## config.mk

```make
export PLATFORM = sky130hd
export DESIGN_NAME = sup_dual_dog
export DESIGN_NICKNAME = d
export VERILOG_FILES = /design/src/rtl/sup_pkg.sv /design/src/rtl/sup_kick_edge.sv /design/src/rtl/sup_tmr.sv /design/src/rtl/sup_dual_dog.sv
export SDC_FILE = /design/constraint.sdc
export NUM_CORES = 1
export LEC_CHECK = 0
export BUFFER_PORTS_ARGS = -buffer_cell sky130_fd_sc_hd__buf_2
export CAP_MARGIN = 25
export CORE_MARGIN = 4
export CORE_UTILIZATION = 56
export CTS_CLUSTER_DIAMETER = 60
export DETAILED_ROUTE_END_ITERATION = 8
export PLACE_DENSITY = 0.78
export SYNTH_ARGS = -nofsm -noshare
export SYNTH_HDL_FRONTEND = slang
export SYNTH_SLANG_ARGS = --single-unit
```

## constraint.sdc

```tcl
create_clock -name clk_i -period 3.67 [get_ports clk_i]
set_input_delay 0.367 -clock clk_i [delete_from_list [all_inputs] [get_ports clk_i]]
set_output_delay 0.367 -clock clk_i [all_outputs]
set_load 0.01 [all_outputs]
```

## src/rtl/sup_pkg.sv

```systemverilog
package sup_pkg;

  typedef struct packed {
    logic       seq;   // not used by this block
    logic [1:0] rto;
    logic [1:0] ld;
    logic [2:0] wd;
  } sup_cfg_t;

  function automatic int unsigned wd_ticks(logic [2:0] code, int unsigned unit);
    case (code)
      3'd1:    return unit;
      3'd2:    return unit * 2;
      3'd3:    return unit * 4;
      3'd4:    return unit * 8;
      3'd5:    return unit * 16;
      default: return 0;
    endcase
  endfunction

  function automatic int unsigned ld_ticks(logic [1:0] code, int unsigned unit);
    case (code)
      2'd1:    return unit;
      2'd2:    return unit * 2;
      2'd3:    return unit * 4;
      default: return 0;
    endcase
  endfunction

  function automatic int unsigned rto_ticks(logic [1:0] code, int unsigned unit);
    return unit << code;
  endfunction

endpackage

```

## src/rtl/sup_kick_edge.sv

```systemverilog
module sup_kick_edge (
  input  logic clk_i,
  input  logic rst_ni,
  input  logic kick_i,
  output logic rise_o
);
  logic kick_q;

  always_ff @(posedge clk_i or negedge rst_ni) begin
    if (!rst_ni) kick_q <= 1'b0;
    else         kick_q <= kick_i;
  end

  assign rise_o = kick_i & ~kick_q;

  p_rise_single_r1: assert property (@(posedge clk_i) disable iff (!rst_ni)
    rise_o |=> !rise_o);

endmodule

```

## src/rtl/sup_tmr.sv

```systemverilog
module sup_tmr #(
  parameter int W = 13
) (
  input  logic         clk_i,
  input  logic         rst_ni,
  input  logic         clr_i,
  input  logic         tick_i,
  input  logic [W-1:0] limit_i,
  output logic         hit_o
);
  logic [W-1:0] cnt_q;
  logic         done_q;
  logic         en;
  logic [W:0]   nxt;

  assign en    = (limit_i != '0);
  assign nxt   = {1'b0, cnt_q} + 1'b1;
  assign hit_o = tick_i & en & ~clr_i & ~done_q & (nxt >= {1'b0, limit_i});

  always_ff @(posedge clk_i or negedge rst_ni) begin
    if (!rst_ni) begin
      cnt_q  <= '0;
      done_q <= 1'b0;
    end else if (clr_i || !en) begin
      cnt_q  <= '0;
      done_q <= 1'b0;
    end else if (tick_i && !done_q) begin
      cnt_q <= nxt[W-1:0];
      if (hit_o) done_q <= 1'b1;
    end
  end

  p_off_holds_zero_r9: assert property (@(posedge clk_i) disable iff (!rst_ni)
    !en |=> (cnt_q == '0));
  p_no_tick_stable_r10: assert property (@(posedge clk_i) disable iff (!rst_ni)
    (!tick_i && !clr_i && en) |=> $stable(cnt_q));
  p_single_hit_r1: assert property (@(posedge clk_i) disable iff (!rst_ni)
    (hit_o && !clr_i) |=> done_q);

endmodule

```

## src/rtl/sup_dual_dog.sv

```systemverilog
module sup_dual_dog #(
  parameter int unsigned WD_UNIT  = 400,
  parameter int unsigned LD_UNIT  = 1600,
  parameter int unsigned RTO_UNIT = 25
) (
  input  logic       clk_i,
  input  logic       rst_ni,
  input  logic       tick_i,
  input  logic       kick_i,
  input  logic [7:0] cfg_i,
  output logic       irq_no,
  output logic       rst_no,
  output logic       wdt_flag_o
);
  import sup_pkg::*;

  localparam int unsigned WD_MAX  = WD_UNIT * 16;
  localparam int unsigned LD_MAX  = LD_UNIT * 4;
  localparam int unsigned RTO_MAX = RTO_UNIT * 8;
  localparam int unsigned T_MAX   = (WD_MAX > LD_MAX) ?
                                    ((WD_MAX > RTO_MAX) ? WD_MAX : RTO_MAX) :
                                    ((LD_MAX > RTO_MAX) ? LD_MAX : RTO_MAX);
  localparam int CNT_W = $clog2(T_MAX + 1);

  sup_cfg_t cfg;
  assign cfg = sup_cfg_t'(cfg_i);

  logic [CNT_W-1:0] wd_lim, ld_lim, rto_lim;
  assign wd_lim  = CNT_W'(wd_ticks(cfg.wd, WD_UNIT));
  assign ld_lim  = CNT_W'(ld_ticks(cfg.ld, LD_UNIT));
  assign rto_lim = CNT_W'(rto_ticks(cfg.rto, RTO_UNIT));

  logic kick_rise;
  logic wd_hit, ld_hit, rto_hit;
  logic rst_q, irq_q, flag_q;
  logic rst_end, irq_set;

  sup_kick_edge u_edge (
    .clk_i (clk_i),
    .rst_ni(rst_ni),
    .kick_i(kick_i),
    .rise_o(kick_rise)
  );

  // Watchdog and longdog are held cleared for the whole reset pulse
  sup_tmr #(.W(CNT_W)) u_wd (
    .clk_i  (clk_i),
    .rst_ni (rst_ni),
    .clr_i  (kick_rise | rst_q),
    .tick_i (tick_i),
    .limit_i(wd_lim),
    .hit_o  (wd_hit)
  );

  sup_tmr #(.W(CNT_W)) u_ld (
    .clk_i  (clk_i),
    .rst_ni (rst_ni),
    .clr_i  (kick_rise | rst_q),
    .tick_i (tick_i),
    .limit_i(ld_lim),
    .hit_o  (ld_hit)
  );

  sup_tmr #(.W(CNT_W)) u_rto (
    .clk_i  (clk_i),
    .rst_ni (rst_ni),
    .clr_i  (~rst_q | kick_rise),
    .tick_i (tick_i),
    .limit_i(rto_lim),
    .hit_o  (rto_hit)
  );

  assign rst_end = rst_q & (rto_hit | kick_rise);
  // longdog wins a same-tick tie; high kick level masks the interrupt
  assign irq_set = wd_hit & ~ld_hit & ~kick_i;

  always_ff @(posedge clk_i or negedge rst_ni) begin
    if (!rst_ni) begin
      rst_q  <= 1'b0;
      irq_q  <= 1'b0;
      flag_q <= 1'b0;
    end else begin
      if (kick_rise || rto_hit) rst_q <= 1'b0;
      else if (ld_hit)          rst_q <= 1'b1;

      if (kick_rise || rst_end) irq_q <= 1'b0;
      else if (irq_set)         irq_q <= 1'b1;

      if (irq_set) flag_q <= 1'b1;
    end
  end

  assign irq_no     = ~irq_q;
  assign rst_no     = ~rst_q;
  assign wdt_flag_o = flag_q;

  p_kick_release_r6: assert property (@(posedge clk_i) disable iff (!rst_ni)
    kick_rise |=> (rst_no && irq_no));
  p_rst_end_irq_r7: assert property (@(posedge clk_i) disable iff (!rst_ni)
    $rose(rst_no) |-> irq_no);
  p_irq_masked_r8: assert property (@(posedge clk_i) disable iff (!rst_ni)
    $fell(irq_no) |-> !$past(kick_i));
  p_flag_sticky_r3: assert property (@(posedge clk_i) disable iff (!rst_ni)
    wdt_flag_o |=> wdt_flag_o);
  p_rst_needs_ld_r4: assert property (@(posedge clk_i) disable iff (!rst_ni)
    $fell(rst_no) |-> ($past(cfg_i[4:3]) != 2'b00));

endmodule

```

==> reports/qor.yml, run 1 <==
worst_setup_path_start_kind: "flop"
yosys_warnings: 0
hpwlAfterDp_um: 4920
first_pass_iters: 4
rsz0062_at_grt: "false"
whs_endpoint: "u_edge.kick_q"
numCtsBuffers: 5
fp.dieH_um: 86.8
p_leak_nw: 1.65
drcViolationCount: 0
holdPathStages: 1
via_per_inst: 5.55
maxCapViolCount: 0
r2r_cells: 12
boundaryPins: 15
layout_min_cycle_time_ns: 3.07
fin_nets: 456
final.setup.tns_ns: 0
synth_cells: 397
synth_area_um2: 3470
cts-root-buf: "clkbuf_8"
worstPathCellList: "ha_1, and3_2, and2_1, nand2_1, xnor2_1, ha_1, and4_2, nand3_1, o211ai_1, a41oi_1, o311ai_0, a221oi_1"
holdCritStartpoint: "kick_i"
final_core_util: 0.622
grt_max_degree: 47
antenna_found_initial: 0
filler_cell_count: 509
die_area_um2: 7530
crit_type: "reg2reg"
finalHoldViolCount: 0
regToRegStartpoint: "u_ld.cnt_q[0]"
reg2reg_to: "irq_q"
io_buffers: 13
clk_pin_slew_worst_paths_ns: 0.09
critical_path_arrival_ns: 3.21
drt_iter0_drc: 135
worst_setup_path_end_kind: "flop"
core_um2: 5960
p_per_area_nw_per_um2: 289
cts_tree: "yes"
hold_class: "in2reg"
synthFlopType: "dfrtp_1"
synthToLayoutAreaGrowth_pct: 6.63
first_global_vias: 2616
met2_length_um: 3000
syn_area_per_cell_um2: 8.75
ff2ff_setup_slack_ns: 0.60
synth_edf_count: 0
fin_crit_sh: 0.836
globalRouteOverflowTotal: 0
drv_slew: 0
topRoutingLayerUsed: "met4"
maxSlewHeadroom: 0.609
drive_above_1_share: 0.0862
clockBufferDepth: 2
initial_core_util: 0.583
insertion_delay_ns: 0.30
grt_pass1_wl_um: 11600
vias: 2670
wl_met1_um: 3060
fin_worst_skew_ns: 0.00893
max_freq_mhz: 326
die-width_um: 86.8
clock_sinks: 46
wl_met3_um: 221
synth_cell_types: 52
yosysSeqAreaShare: 0.331
ant_nets: 0
crit_required_ns: 3.82
yosys_register_bits: 46
row_count: 28
status: "finished clean"
grtUsageTotal: 0.190
power_mw: 1.07
cp_slowest_stage_delay_ns: 0.55
htreeDepth: 2
routabilityCongestion: 0.862
routed_wl_um: 6410
syn-num-nets: 448
wl_per_cell_um: 13.3
crit_top_cell: "ha_1"
async_flop_share: 1.00
tightest_slew_ns: 0.579
slowest_stage: "o311ai_0"
timing.critical_path.fanout_max: 6
finalSetupViolations: 0
antennaDiodeCount: 0
ir_worst_vdd_mv: 0.209
post_cts_resized: 0
-- sequential cells by signal (all words and copies together) (netlist names) --
register       flops
irq_q              1
rst_q              1
u_edge.kick_q      1
u_ld.cnt_q        13
u_ld.done_q        1
u_rto.cnt_q       13
u_rto.done_q       1
u_wd.cnt_q        13
u_wd.done_q        1
wdt_flag_o         1
-- how the worst max path moves through the flow --
| stage | start | end | slack [ns] | depth (start not counted) |
|---|---|---|---|---|
| 6_report | u_ld.cnt_q[0] | irq_q | 0.60 | 12 |
| 5_1_grt | u_ld.cnt_q[0] | irq_q | 0.26 | 12 |
| 3_5_place_dp | u_ld.cnt_q[0] | irq_q | 0.59 | 12 |
| 4_1_cts | u_ld.cnt_q[0] | irq_q | 0.56 | 12 |
| 2_1_floorplan | u_wd.cnt_q[0] | irq_q | 1.05 | 11 |
| 3_3_place_gp | u_ld.cnt_q[0] | irq_q | 0.68 | 12 |
-- layout by cell type (no fill, tap or decap), types with 2 or more instances in the layout --
cell type  instances
buf_2             13
nor2_1            58
a211oi_1           3
nand2b_1           5
dfrtp_1           46
nand2_1           30
and4_1             3
o211ai_1           5
buf_4              2
nand4_1           10
o21ai_0           13
clkbuf_8           5
xor2_1            32
nor3_1             6
ha_1              39
xnor2_1           22
nand3_1           23
and3_1             2
a21oi_1           18
nor4_1             2
and2_1             3
nor2b_1            2
or3_1              9
inv_1             23
-- metal layers --
layer / vias up / GRT usage
met5: - / 0
met4: 0 / 0.0637
met3: 12 / 0.0333
met2: 41 / 0.310
met1: 1242 / 0.256
li1: 1375 / -
-- synthesized netlist by cell type, types with 2 or more instances --
cell type,instances,area (um^2)
buf_6,2,22.5
and2_1,3,18.8
clkbuf_1,7,26.3
nand2b_1,5,31.3
and3_1,2,12.5
nor2b_1,2,12.5
a211oi_1,3,22.5
and4_1,3,26.3
nand2_1,30,113
dfrtp_1,46,1150
nand4_1,10,62.6
nor2_1,58,218
or3_1,9,56.3
xnor2_1,22,193
nor3_1,6,30.0
o211ai_1,5,37.5
inv_1,23,86.3
a21oi_1,18,90.1
ha_1,39,488
nor4_1,2,12.5
xor2_1,32,280
clkbuf_2,2,10.0
o21ai_0,13,65.1
nand3_1,23,115
buf_2,5,25.0
-- where the power goes --
part	internal (mW)	total, mW	switching [mW]
registers	0.524	0.541	0.0177
clock network	0.203	0.380	0.177
logic	0.0551	0.147	0.0920
total	0.782	1.07	0.287
-- cells by family after synthesis --
group	synth area share
AO/OA/AOI/OAI	0.106
buffers and inverters	0.0490
AND/OR/NAND/NOR	0.230
multiplexers	0.00684
XOR/XNOR	0.136
flip-flops	0.331
adder cells (fa/ha/maj)	0.140
-- cell type report --
type,count,area [um^2],share of cell area
clock buffers,6,72.6,0.0196
clock inverters,2,37.5,0.0101
inverters,23,86.3,0.0233
multi-input cells,312,2150,0.581
flip-flops and latches,46,1150,0.311
well taps,75,93.8,0.0253
repair buffers,17,110,0.0297
-- repair_timing --
item | CTS | global route
buffers inserted | 0 | 0
hold endpoints to repair | 0 | 9
hold buffers | 0 | 1
-- critical path: cells and delay by family (launching register included) --
kind	cells	cell delay [ns]
flops	1	0.44
simple gates	5	0.73
fa+ha+maj	2	0.56
xor+xnor	1	0.14
compound gates	4	1.05
-- stage by stage --
stage | hold slack (ns) | worst slack [ns] | cells | cell area, um^2
6_report | 0.199 | 0.602 | 481 | 3700
3_5_place_dp | 0.496 | 0.587 | 471 | 3560
4_1_cts | 0.196 | 0.564 | 479 | 3670
5_1_grt | 0.188 | 0.259 | 481 | 3700
2_1_floorplan | 0.0714 | 1.05 | 397 | 3470
3_3_place_gp | 0.491 | 0.676 | 471 | 3560
No activity file was read; power rests on OpenSTA's default activity.
==> run 2, diff against run 1 <==
--- a/config.mk
+++ b/config.mk
@@ -5,13 +5,14 @@
 export SDC_FILE = /design/constraint.sdc
 export NUM_CORES = 1
 export LEC_CHECK = 0
+export ABC_AREA = 1
 export BUFFER_PORTS_ARGS = -buffer_cell sky130_fd_sc_hd__buf_2
 export CAP_MARGIN = 25
 export CORE_MARGIN = 4
 export CORE_UTILIZATION = 56
 export CTS_CLUSTER_DIAMETER = 60
 export DETAILED_ROUTE_END_ITERATION = 8
-export PLACE_DENSITY = 0.78
+export PLACE_DENSITY = 0.81
 export SYNTH_ARGS = -nofsm -noshare
 export SYNTH_HDL_FRONTEND = slang
 export SYNTH_SLANG_ARGS = --single-unit
==> constraint.sdc (replaced) <==
create_clock -name clk_i -period 2.5 [get_ports clk_i]
set_input_delay 0.25 -clock clk_i [delete_from_list [all_inputs] [get_ports clk_i]]
set_output_delay 0.25 -clock clk_i [all_outputs]
set_load 0.01 [all_outputs]
==> run 2 against run 1 <==
  * The flow now finishes with violations (setup timing)
  * Maximum frequency grew 13%
  * First-iteration DRC count grew 51%
  * Critical path depth grew 9
  * Clock power grew 53%
  * Wire length grew 24%
  * Clock-buffer cell count is the same
  * Sequential power grew 47%
  * Synthesized area is essentially flat
  * Non-clock buffer count grew 29
  * Worst setup slack lost 0.81 ns
  * Critical endpoint unchanged
  * Highest routed layer unchanged
==> reports/qor.yml, run 2 <==
insertion_delay_ns: 0.31  # about the same
synth_top_area_cell: "dfrtp_1"
fin_crit_sh: 1.08  # +0.249
row_count: 28  # unchanged
hpwlAfterDp_um: 5760  # +17%
max_freq_mhz: 369  # +13%
vias: 3214  # +20%
ant_nets: 0  # unchanged
drcViolationCount: 0  # unchanged
antennaDiodeCount: 0  # unchanged
htreeDepth: 2  # unchanged
first_pass_iters: 4  # unchanged
synth_cell_types: 26  # -50%
numCtsBuffers: 5  # unchanged
synth.most_common_cell: "nand2_1"
synth_edf_count: 0  # unchanged
drv_slew: 0  # unchanged
p_per_area_nw_per_um2: 409  # +42%
fin_nets: 582  # +28%
ys_top_cells_by_area: "dfrtp_1 (33%), ha_1 (14%), nand2_1 (12%)"
grt_max_degree: 27  # -43%
drive_above_1_share: 0.198  # +0.112
yosys_register_bits: 46  # unchanged
syn-num-nets: 529  # +18%
synth_area_um2: 3480  # about the same
clk_pin_slew_worst_paths_ns: 0.09  # about the same
die-width_um: 86.8  # about the same
synthFlopType: "dfrtp_1"
layout_commonest_cell: "nand2_1"
final_cell_mix: "nand2_1 (108), inv_1 (98), dfrtp_1 (45), ha_1 (35), buf_4 (32)"
timing.hold.ws_ns: 0.143  # -0.0560 ns
worst_setup_path_start_kind: "flop"
synth_cells: 478  # +20%
preCtsSetupSlack_ns: -0.169  # -0.756 ns
core_um2: 5960  # unchanged
via_per_inst: 5.30  # -4.5%
layout_min_cycle_time_ns: 2.71  # -0.356 ns
cts-root-buf: "clkbuf_8"
syn_area_per_cell_um2: 7.27  # -17%
crit_type: "reg2reg"
synth_common_cells: "nand2_1 (112), inv_1 (98), dfrtp_1 (46)"
clockBufferDepth: 2  # unchanged
routabilityCongestion: 0.892  # +3.5%
antenna_found_initial: 0  # unchanged
maxCapViolCount: 0  # unchanged
first_global_vias: 3057  # +17%
hold_class: "in2reg"
finalSetupViolations: 3  # +3
stdcell_count: 606  # +26%
grtUsageTotal: 0.221  # +0.0304
globalRouteOverflowTotal: 0  # unchanged
placed_area_um2: 3730  # +4.7%
routed_wl_um: 7970  # +24%
rsz0062_at_grt: "true"
initial_core_util: 0.584  # about the same
fin_worst_skew_ns: 0.00545  # -0.00348 ns
maxSlewHeadroom: 0.584  # -0.0249
failed_checks: "setup timing"
worst_setup_path_end_kind: "flop"
final.setup.tns_ns: -0.529  # -0.529 ns
setup_slack_ns: -0.212  # -0.814 ns
reg_top3: "u_ld.cnt_q x13, u_rto.cnt_q x13, u_wd.cnt_q x13"
io_buffers: 13  # unchanged
drt_iter0_drc: 204  # +51%
design_area_um2: 4150  # +12%
grt_pass1_wl_um: 13200  # +14%
synthToLayoutAreaGrowth_pct: 19.4
critical_path_arrival_ns: 2.95  # -0.26 ns
ir_worst_vdd_mv: 0.320  # +53%
finalHoldViolCount: 0  # unchanged
yosys_warnings: 0  # unchanged
crit_required_ns: 2.74  # -1.08 ns
die_area_um2: 7530  # about the same
boundaryPins: 15  # unchanged
timing.critical_path.fanout_max: 3  # -3
yosysSeqAreaShare: 0.331  # about the same
tightest_slew_ns: 0.624  # +0.0447 ns
status: "complete, but fails checks"
wl_per_cell_um: 13.1  # -1.4%
clock_sinks: 46  # unchanged
place_inst: 579  # +23%
async_flop_share: 1.00  # unchanged
cts_tree: "yes"
synth_top_area_share: 0.331  # about the same
p_leak_nw: 2.21  # +34%
fp.dieH_um: 86.8  # about the same
run 2: changes by cell type after synthesis, moves of 9 or more:
cell,delta
nand2_1,+82
inv_1,+75
nor2_1,-24
xnor2_1,-22
o22ai_1,+21
xor2_1,-14
or3_1,-9
run 2: timing repair:
| item | 4_1_cts | 5_1_grt |
|---|---|---|
| gates cloned | 0 | 0 |
| setup endpoints to repair | 4 | 6 |
| pin swaps | 11 | 20 |
| buffers inserted | 12 | 7 |
| hold buffers | 1 | 0 |
| resized for setup | 13 | 18 |
| hold endpoints to repair | 25 | 0 |
run 2: logic make-up (layout without fill, tap and decap cells):
group	count (synthesis)	after routing	share of synthesized area
AO/OA/AOI/OAI	60	60	0.0968
adder cells (fa/ha/maj)	39	39	0.140
flip-flops	46	46	0.331
AND/OR/NAND/NOR	213	213	0.276
buffers and inverters	102	155	0.110
XOR/XNOR	18	18	0.0453
run 2: worst paths after layout:
path	start	end	slack, ns	cells past startpoint
setup / recovery	u_wd.cnt_q[1]	irq_q	-0.21	21
hold / removal	kick_i	u_edge.kick_q	0.14	1
setup reg to reg	u_wd.cnt_q[1]	irq_q	-0.21	21
hold reg to reg	wdt_flag_o	wdt_flag_o	0.49	1
max in group asynchronous	rst_ni	u_rto.cnt_q[0]	1.29	3
min in group asynchronous	rst_ni	u_wd.cnt_q[10]	0.48	2
run 2: stage by stage:
stage          total power, mW   util
4_1_cts                   1.68  0.670
6_report                  1.70  0.697
5_1_grt                   1.78  0.697
2_1_floorplan            0.968      -
3_5_place_dp              1.10  0.627
3_3_place_gp              1.08  0.627
run 2: critical path: stages (launching register included):
cell and delay, ns:
dfrtp_1 0.36, buf_4 0.13, ha_4 0.13, nand2_2 0.06
nor2_2 0.10, nand4_1 0.20, nor2_2 0.21, xor2_2 0.19
inv_1 0.07, ha_1 0.32, nand2_4 0.07, nor2_4 0.11
nand2_1 0.06, nor2_1 0.09, nand2_1 0.06, nand2_1 0.06
nor2_1 0.03, nand2_1 0.08, nand2_2 0.07, nor2_4 0.10
a21oi_2 0.06, nor2_1 0.08
run 2: layout make-up:
| type | instances | area (um^2) |
|---|---|---|
| multi-input combinational | 330 | 2100 |
| fill | 449 | 1800 |
| sequential | 46 | 1150 |
| inverter | 102 | 383 |
| timing repair buffer | 46 | 315 |
| tap | 75 | 93.8 |
| clock buffer | 6 | 82.6 |
| clock inverter | 1 | 30.0 |
run 2: power by group:
group | switching [mW] | total (mW) | internal (mW)
clock network | 0.263 | 0.583 | 0.320
logic | 0.193 | 0.317 | 0.124
registers | 0.0227 | 0.797 | 0.775
total | 0.478 | 1.70 | 1.22
run 2: layer usage:
| layer | GRT usage | vias up | wire length, um |
|---|---|---|---|
| li1 | - | 1617 | - |
| met1 | 0.284 | 1506 | 3640 |
| met2 | 0.367 | 73 | 3800 |
| met3 | 0.0314 | 18 | 306 |
| met4 | 0.0977 | 0 | 223 |
| met5 | 0 | - | 0 |
==> run 3, diff against run 2 <==
--- a/config.mk
+++ b/config.mk
@@ -12,6 +12,7 @@
 export CORE_UTILIZATION = 56
 export CTS_CLUSTER_DIAMETER = 60
 export DETAILED_ROUTE_END_ITERATION = 8
+export MAX_ROUTING_LAYER = met4
 export PLACE_DENSITY = 0.81
 export SYNTH_ARGS = -nofsm -noshare
 export SYNTH_HDL_FRONTEND = slang
==> run 3 against run 2 <==
  * The run still ends with setup timing left
  * Critical path depth is the same
  * Clock skew grew 0.00088 ns
  * Register-to-register slack worse by 0.02 ns
  * Largest power group unchanged
  * Power fell by 0.19%
==> reports/qor.yml, run 3 (same netlist as run 2, synthesis figures left out) <==
grt_pass1_wl_um: 13300  # about the same
slowest_stage: "dfrtp_1"
globalRouteOverflowTotal: 0  # unchanged
failed_checks: "setup timing"
routed_wl_um: 7970  # +0.10%
hpwlAfterDp_um: 5760  # unchanged
finalHoldViolCount: 0  # unchanged
power_mw: 1.69  # -0.19%
core_um2: 5960  # unchanged
row_count: 28  # unchanged
first_pass_iters: 4  # unchanged
clock_sinks: 46  # unchanged
reg_top3: "u_ld.cnt_q x13, u_rto.cnt_q x13, u_wd.cnt_q x13"
antennaDiodeCount: 0  # unchanged
layout_commonest_cell: "nand2_1"
die-width_um: 86.8  # unchanged
hold_class: "in2reg"
io_buffers: 13  # unchanged
tightest_slew_ns: 0.616  # -0.00777 ns
fin_nets: 582  # unchanged
fp.dieH_um: 86.8  # unchanged
regToRegStartpoint: "u_wd.cnt_q[1]"
maxSlewHeadroom: 0.589  # +0.00518
cts_tree: "yes"
clockBufferDepth: 2  # unchanged
ir_worst_vdd_mv: 0.320  # about the same
die_area_um2: 7530  # unchanged
routabilityCongestion: 0.907  # +1.7%
first_global_vias: 3054  # -0.098%
fin_crit_sh: 1.09  # +0.00669
status: "complete, but fails checks"
cp_slowest_stage_delay_ns: 0.36  # about the same
layout_min_cycle_time_ns: 2.73  # +0.0167 ns
numCtsBuffers: 5  # unchanged
timing.critical_path.fanout_max: 3  # unchanged
p_leak_nw: 2.21  # unchanged
synthToLayoutAreaGrowth_pct: 19.4  # unchanged
max_freq_mhz: 366  # -0.61%
initial_core_util: 0.584  # unchanged
final_cell_mix: "nand2_1 (108), inv_1 (98), dfrtp_1 (45), ha_1 (35), buf_4 (32)"
crit_type: "reg2reg"
grt_max_degree: 27  # unchanged
clk_pin_slew_worst_paths_ns: 0.09  # about the same
crit_required_ns: 2.74  # about the same
drive_above_1_share: 0.198  # unchanged
finalSetupViolations: 3  # unchanged
fin_worst_skew_ns: 0.00633  # +0.000879 ns
grtUsageTotal: 0.227  # +0.00669
ant_nets: 0  # unchanged
drt_iter0_drc: 189  # -7.4%
filler_cell_count: 449  # unchanged
worst_setup_path_end_kind: "flop"
critical_path_arrival_ns: 2.97  # +0.02 ns
crit_top_cell: "nand2_1"
insertion_delay_ns: 0.30  # about the same
crit_start: "u_wd.cnt_q[1]"
worstPathCellList: "buf_4, ha_4, nand2_2, nor2_2, nand4_1, nor2_2, xor2_2, inv_1, ha_1, nand2_4, nor2_4, nand2_1, nor2_1, nand2_1, nand2_1, nor2_1, nand2_1, nand2_2, nor2_4, a21oi_2, nor2_1"
via_per_inst: 5.29  # -0.22%
final.setup.tns_ns: -0.580  # -0.0508 ns
setup_slack_ns: -0.229  # -0.0167 ns
drv_slew: 0  # unchanged
maxCapViolCount: 0  # unchanged
drcViolationCount: 0  # unchanged
p_per_area_nw_per_um2: 408  # -0.19%
worst_setup_path_start_kind: "flop"
rsz0062_at_grt: "true"
vias: 3207  # -0.22%
cts-root-buf: "clkbuf_8"
wl_per_cell_um: 13.2  # +0.10%
holdCritStartpoint: "kick_i"
antenna_found_initial: 0  # unchanged
boundaryPins: 15  # unchanged
timing.hold.ws_ns: 0.141  # -0.00165 ns
htreeDepth: 2  # unchanged
-- run 3: cell counts in the layout (fill, tap and decap cells not counted) --
Identical to the previous run, type by type.
-- run 3: worst paths after layout --
path                                  end  slack [ns]  depth (start not counted)
setup / recovery                    irq_q       -0.23                         21
hold / removal              u_edge.kick_q        0.14                          1
setup reg to reg                    irq_q       -0.23                         21
hold reg to reg                wdt_flag_o        0.48                          1
max in group asynchronous  u_rto.cnt_q[0]        1.30                          3
min in group asynchronous  u_wd.cnt_q[10]        0.48                          2
-- run 3: stage by stage --
step / cells / utilization / instance area (um^2) / worst slack [ns]
3_5_place_dp: 579 / 0.627 / 3730 / -0.169
2_1_floorplan: 478 / - / 3480 / 0.111
3_3_place_gp: 579 / 0.627 / 3730 / -0.0714
6_report: 606 / 0.697 / 4150 / -0.229
5_1_grt: 606 / 0.697 / 4150 / -0.496
4_1_cts: 599 / 0.670 / 3990 / -0.0722
-- run 3: layer usage --
layer / global-route usage / wire, um / part of all wire
met1: 0.285 / 3610 / 0.45
met2: 0.367 / 3840 / 0.48
met3: 0.0314 / 309 / 0.039
met4: 0.0977 / 208 / 0.026
met5: - / 0 / 0
-- run 3: critical path, delay by kind of cell, from the launching register on --
family	cells	cell delay, ns
adder cells (fa/ha/maj)	2	0.45
AO/OA/AOI/OAI	1	0.06
AND/OR/NAND/NOR	15	1.39
flip-flops	1	0.36
XOR/XNOR	1	0.19
buffers and inverters	2	0.20
-- run 3: power by group --
group	switching (mW)	internal (mW)
registers	0.0232	0.775
logic	0.193	0.124
clock network	0.259	0.320
-- run 3: cell type report --
type	count	area (um^2)	area share
multi-input cells	330	2100	0.505
clock inverters	1	30.0	0.00723
well taps	75	93.8	0.0226
repair buffers	46	315	0.0759
flip-flops and latches	46	1150	0.277
inverters	102	383	0.0922
clock buffers	6	82.6	0.0199
-- run 3: timing repair --
item                                    4_1_cts  5_1_grt
setup buffers                                12        7
pin swaps                                    11       20
hold buffers                                  1        0
endpoints found under the setup margin        4        6
resized for setup                            13       18
hold endpoints to repair                     25        0
cloned                                        0        0
